### src/rtl/strm_rx_pkg.sv
package strm_rx_pkg;

    typedef enum logic [1:0] {
        ST_OFF  = 2'd0,
        ST_FILL = 2'd1,
        ST_WAIT = 2'd2
    } chan_st_e;

    typedef enum logic [1:0] {
        CAUSE_NONE = 2'd0,
        CAUSE_FULL = 2'd1,
        CAUSE_IDLE = 2'd2
    } cause_e;

    typedef struct packed {
        chan_st_e st;
        cause_e   cause;
    } chan_ctl_t;

endpackage

### src/rtl/strm_rx_wptr.sv
module strm_rx_wptr #(
    parameter int AW = 16,
    parameter int CW = 8
) (
    input  logic          clk,
    input  logic          rst,
    input  logic          clear,
    input  logic          adv,
    input  logic [AW-1:0] base,
    output logic [CW-1:0] ptr,
    output logic [AW-1:0] addr
);
    localparam logic [CW-1:0] STEP = CW'(1);

    always_ff @(posedge clk) begin
        if (rst || clear) ptr <= '0;
        else if (adv)     ptr <= ptr + STEP;
    end

    assign addr = base + AW'(ptr);
endmodule

### src/rtl/strm_rx_idle.sv
module strm_rx_idle #(
    parameter int IW = 8
) (
    input  logic          clk,
    input  logic          rst,
    input  logic          run,
    input  logic [IW-1:0] limit,
    output logic          expire
);
    localparam logic [IW-1:0] STEP = IW'(1);
    logic [IW-1:0] cnt;

    always_ff @(posedge clk) begin
        if (rst || !run) cnt <= '0;
        else             cnt <= cnt + STEP;
    end

    assign expire = run && (limit != '0) && (cnt == limit - STEP);
endmodule

### src/rtl/strm_rx_chan.sv
module strm_rx_chan
    import strm_rx_pkg::*;
#(
    parameter int AW = 16,
    parameter int DW = 32,
    parameter int BW = 16,
    parameter int CW = 8,
    parameter int IW = 8
) (
    input  logic          clk,
    input  logic          rst,
    input  logic          cfg_load,
    input  logic [BW-1:0] cfg_bus_addr,
    input  logic [AW-1:0] cfg_base,
    input  logic [CW-1:0] cfg_len,
    input  logic [IW-1:0] cfg_idle,
    input  logic          in_valid,
    input  logic [BW-1:0] in_addr,
    input  logic [DW-1:0] in_data,
    output logic          in_ready,
    output logic          mem_we,
    output logic [AW-1:0] mem_addr,
    output logic [DW-1:0] mem_wdata,
    output logic          irq,
    output logic [1:0]    irq_cause,
    output logic [CW-1:0] word_count,
    input  logic          ack
);
    localparam logic [CW-1:0] ONE = CW'(1);

    chan_ctl_t     ctl;
    logic [BW-1:0] bus_q;
    logic [AW-1:0] base_q;
    logic [CW-1:0] len_q;
    logic [IW-1:0] idle_q;
    logic [CW-1:0] ptr;
    logic          accept, last_word, expire, ptr_clear, idle_run, resume;

    assign in_ready  = (ctl.st == ST_FILL);
    assign accept    = in_ready && in_valid && (in_addr == bus_q);
    assign last_word = accept && (ptr == len_q - ONE);
    assign resume    = (ctl.st == ST_WAIT) && ack;
    assign ptr_clear = cfg_load || resume;
    assign idle_run  = in_ready && !accept && (ptr != '0);

    strm_rx_wptr #(.AW(AW), .CW(CW)) u_wptr (
        .clk   (clk),
        .rst   (rst),
        .clear (ptr_clear),
        .adv   (accept && !cfg_load),
        .base  (base_q),
        .ptr   (ptr),
        .addr  (mem_addr)
    );

    strm_rx_idle #(.IW(IW)) u_idle (
        .clk    (clk),
        .rst    (rst),
        .run    (idle_run && !cfg_load),
        .limit  (idle_q),
        .expire (expire)
    );

    always_ff @(posedge clk) begin
        if (rst) begin
            ctl.st     <= ST_OFF;
            ctl.cause  <= CAUSE_NONE;
            word_count <= '0;
            bus_q      <= '0;
            base_q     <= '0;
            len_q      <= '0;
            idle_q     <= '0;
        end else if (cfg_load) begin
            bus_q      <= cfg_bus_addr;
            base_q     <= cfg_base;
            len_q      <= cfg_len;
            idle_q     <= cfg_idle;
            ctl.st     <= (cfg_len != '0) ? ST_FILL : ST_OFF;
            ctl.cause  <= CAUSE_NONE;
            word_count <= '0;
        end else begin
            unique case (ctl.st)
                ST_FILL: begin
                    if (last_word) begin
                        ctl.st     <= ST_WAIT;
                        ctl.cause  <= CAUSE_FULL;
                        word_count <= len_q;
                    end else if (expire) begin
                        ctl.st     <= ST_WAIT;
                        ctl.cause  <= CAUSE_IDLE;
                        word_count <= ptr;
                    end
                end
                ST_WAIT: begin
                    if (ack) begin
                        ctl.st    <= ST_FILL;
                        ctl.cause <= CAUSE_NONE;
                    end
                end
                default: ctl.st <= ST_OFF;
            endcase
        end
    end

    assign mem_we    = accept;
    assign mem_wdata = in_data;
    assign irq       = (ctl.st == ST_WAIT);
    assign irq_cause = ctl.cause;
endmodule

### config.mk
export PLATFORM = sky130hd
export DESIGN_NAME = strm_rx_chan
export DESIGN_NICKNAME = d
export VERILOG_FILES = /design/src/rtl/strm_rx_pkg.sv /design/src/rtl/strm_rx_wptr.sv /design/src/rtl/strm_rx_idle.sv /design/src/rtl/strm_rx_chan.sv
export SDC_FILE = /design/constraint.sdc
export NUM_CORES = 1
export LEC_CHECK = 0
export BUFFER_PORTS_ARGS = -buffer_cell sky130_fd_sc_hd__buf_2
export CORE_ASPECT_RATIO = 1.5
export CORE_MARGIN = 2
export CORE_UTILIZATION = 52
export CTS_BUF_LIST = sky130_fd_sc_hd__clkbuf_4 sky130_fd_sc_hd__clkbuf_8
export DETAILED_ROUTE_END_ITERATION = 8
export HOLD_SLACK_MARGIN = 0.15
export PLACE_DENSITY = 0.83
export SLEW_MARGIN = 10
export SYNTH_ARGS = -nofsm -noshare
export SYNTH_HDL_FRONTEND = slang
export SYNTH_SLANG_ARGS = --single-unit
export TNS_END_PERCENT = 20
### constraint.sdc
create_clock -name clk -period 2.73 [get_ports clk]
set_input_delay 0.4095 -clock clk [delete_from_list [all_inputs] [get_ports clk]]
set_output_delay 0.4095 -clock clk [all_outputs]
set_load 0.01 [all_outputs]
==> impl_summary.log <==
INFO  metric status = finished, violations left
INFO  metric failed_checks = negative setup slack
INFO  metric fillCellCount = 730
INFO  metric post_detailed_placement_half_perimeter_wirelength = 8300 um
INFO  metric fp.coreArea = 8460 sq um
INFO  metric detail_route.wl_per_cell = 15.8 um
INFO  metric htree_levels = 3
INFO  metric detailed_route_via_count = 3867
INFO  metric setup_violators_final = 5
INFO  metric p_leak = 0.00234 uW
INFO  metric layout_setup_ws = -0.154 ns
INFO  metric synth_area_per_cell = 8.77 sq um
INFO  metric antennaDiodeCount = 0
INFO  metric start_util = 53.9%
INFO  metric drt_iter0_drc = 202
INFO  metric timing.hold.worst.class = in -> reg
INFO  metric rows = 41
INFO  metric cts_inserted_buffers = 9
INFO  metric io_buffer_count = 97
INFO  metric worstPathArrival = 2.47 ns
INFO  metric yosys_register_bits = 76
INFO  metric nets = 699
INFO  metric setup_total_negative_slack = -0.591 ns
INFO  metric synthDistinctLibCells = 59
INFO  metric grt_start_max_net_pins = 31
INFO  metric synth_area = 4560 sq um
INFO  metric crit_path_cell_trace = ha_4, inv_2, fa_2, nor2b_1, o21ai_1, a21boi_1, o21ai_1, a21oi_2, o211ai_1, xnor2_1, buf_2
INFO  metric synthCells = 520
INFO  metric root_buffer = sky130_fd_sc_hd__clkbuf_8
INFO  metric numClockSinks = 76
INFO  metric maxCapViolations = 0
INFO  metric crit_slowest_cell = sky130_fd_sc_hd__dfxtp_2
INFO  metric endpoint_type_of_the_worst_setup_path = output port
INFO  metric seq_area_frac_synth = 33.4%
INFO  metric grt_pass1_vias = 3904
INFO  metric final-max-slew-violation-count = 0
INFO  metric layout_min_cycle_time = 2.88 ns
INFO  metric worst-path-max-fanout = 4
INFO  metric clk_latency = 0.36 ns
INFO  metric share_of_the_clock_period_used_by_the_worst_path_after_layout = 106%
INFO  metric global_routing_usage_summed_across_all_routing_layers = 23.8%
INFO  metric drtAntennaViolNets = 0
INFO  metric globalplace.congestion = 0.851
INFO  metric flow.area_growth_from_synthesis = 12.3%
INFO  metric ctsHoldBuffers = 0
INFO  metric synth_enable_flop_cells = 0
INFO  metric vias_per_cell = 5.59
INFO  metric crit_path_frequent_cell = sky130_fd_sc_hd__o21ai_1
INFO  metric worstSetupStartpointType = register
INFO  metric overflow = 0
INFO  metric drtPass1Iterations = 4
INFO  metric required = 2.32 ns
INFO  metric die_y = 119 um
INFO  metric tritoncts_clock_tree = done
INFO  metric chipWidth = 80.5 um
INFO  metric worst_path_largest_cell_delay = 0.35 ns
INFO  metric fmax = 347 MHz
INFO  metric setup.worst_path.class = reg -> out
INFO  metric hold_violations = 0
INFO  metric drt_drc_violations_left = 0
INFO  metric synth-warning-count = 0
INFO  metric rsz0062_at_grt = yes
INFO  metric postRouteWirelength = 10900 um
INFO  metric ir_drop = 0.000343 V
INFO  metric pin_count = 162
INFO  metric utilization = 60.5%
INFO  metric finalClockSkew = 0.0155 ns
INFO  metric final_layout_size_suffix_gt1_share = 26.2%
INFO  metric timing_worst_slew_pin_value = 0.620 ns
INFO  metric power_density_cells = 458 nW/um^2
INFO  metric syn_nets = 637
INFO  metric grt_pass1_wl = 18000 um
INFO  metric final_cell_mix = sky130_fd_sc_hd__buf_2 (97), sky130_fd_sc_hd__nor2_1 (81), sky130_fd_sc_hd__dfxtp_1 (72), sky130_fd_sc_hd__mux2i_1 (58), sky130_fd_sc_hd__xor2_1 (35)
INFO  metric mostFrequentLayoutCell = sky130_fd_sc_hd__buf_2
INFO  metric ctsLongestPathBuffers = 2
INFO  metric postSynth.asyncResetShare = 0%
INFO  metric cts.reportedPaths.clkPinSlew = 0.08 ns
INFO  metric cell_class_contributing_the_biggest_share_of_worst_path_delay = compound AO/OA/AOI/OAI gates
INFO  metric synthFlopType = sky130_fd_sc_hd__dfxtp_1
INFO  metric timing.critical_path.buf_inv = 2
INFO  metric die_area = 9550 sq um
INFO  metric antenna_found_initial = 0
INFO  metric slew_headroom = 58.5%
## metrics by stage
step / setup WS (ns) / power (uW) / instance area, sq um / hold WS, ns / instances
finish: -0.154 / 2350 / 5120 / 0.288 / 692
global placement: -0.00360 / 1550 / 4880 / 0.471 / 676
CTS: -0.186 / 2360 / 5120 / 0.277 / 692
floorplan: 0.120 / 1490 / 4560 / 0.447 / 520
global route: -0.299 / 2450 / 5120 / 0.283 / 692
detailed placement: -0.106 / 1560 / 4880 / 0.498 / 676
## tightest hold or removal path: stages
cell	delay, ns
sky130_fd_sc_hd__buf_2	0.08
sky130_fd_sc_hd__mux2i_1	0.05
sky130_fd_sc_hd__nor2_1	0.07
## sequential cells by signal (all words and copies together), names as in the netlist
signal      count
base_q         16
bus_q          16
ctl             2
idle_q          8
irq_cause       2
len_q           8
u_idle.cnt      8
u_wptr.ptr      8
word_count      8
## what timing repair did
item,CTS,global route
buffers inserted,2,0
gates resized for setup,15,3
pin swaps,6,3
setup endpoints to repair,9,9
endpoints found under the hold margin,0,0
## cell usage after synthesis (4+ instances only)
master                     number  area [sq um]
sky130_fd_sc_hd__clkbuf_1      14          52.6
sky130_fd_sc_hd__and4_1         4          35.0
sky130_fd_sc_hd__buf_4         34           255
sky130_fd_sc_hd__nor3_1         4          20.0
sky130_fd_sc_hd__ha_1          15           188
sky130_fd_sc_hd__nor2b_1        4          25.0
sky130_fd_sc_hd__nand2_1       23          86.3
sky130_fd_sc_hd__xnor2_1       23           201
sky130_fd_sc_hd__a21oi_1       18          90.1
sky130_fd_sc_hd__mux2i_1       58           581
sky130_fd_sc_hd__a31oi_1        4          25.0
sky130_fd_sc_hd__nand4_1        9          56.3
sky130_fd_sc_hd__inv_1         20          75.1
sky130_fd_sc_hd__nor2_1        82           308
sky130_fd_sc_hd__o211ai_1       5          37.5
sky130_fd_sc_hd__and3_1         5          31.3
sky130_fd_sc_hd__nand3_1        6          30.0
sky130_fd_sc_hd__nor4_1        10          62.6
sky130_fd_sc_hd__xor2_1        35           307
sky130_fd_sc_hd__o21ai_0       13          65.1
sky130_fd_sc_hd__dfxtp_1       76          1520
## final timing paths
check,startpoint,endpoint,slack (ns),cells after the start
worst min-delay path,cfg_base[15],base_q[15],0.29,3
worst min register to register,u_idle.cnt[0],u_idle.cnt[0],0.50,1
worst max register to register,idle_q[0],ctl[2],0.23,9
worst max-delay path,base_q[0],mem_addr[10],-0.15,11
## layer usage
metal / vias up / track usage (%) / routed length, um
li1: 1874 / - / -
met1: 1837 / 26.0 / 4050
met2: 112 / 42.7 / 5900
met3: 44 / 5.04 / 527
met4: 0 / 11.1 / 432
met5: - / 0 / 0
## power by group
part | switching, uW | internal, uW
registers | 49.9 | 1150
clock network | 394 | 405
logic | 180 | 164
## final cells by class
type	instances	area [sq um]	area share (%)
inverter	20	75.1	1.47
clock buffer	13	173	3.37
multi-input combinational	365	2630	51.2
timing repair buffer	110	583	11.4
sequential	76	1530	29.8
clock inverter	1	7.51	0.147
tap	107	134	2.61
## cells by family (layout without fill, tap and decap cells)
kind of cell | after synthesis | in the layout | synth area share, %
simple gates | 169 | 169 | 18.9
buf+inv | 79 | 144 | 10.1
flops | 76 | 76 | 33.4
compound gates | 64 | 64 | 9.22
xor+xnor | 58 | 58 | 11.1
mux | 58 | 58 | 12.7
fa+ha+maj | 16 | 16 | 4.55
(Power assumes the default switching activity.)
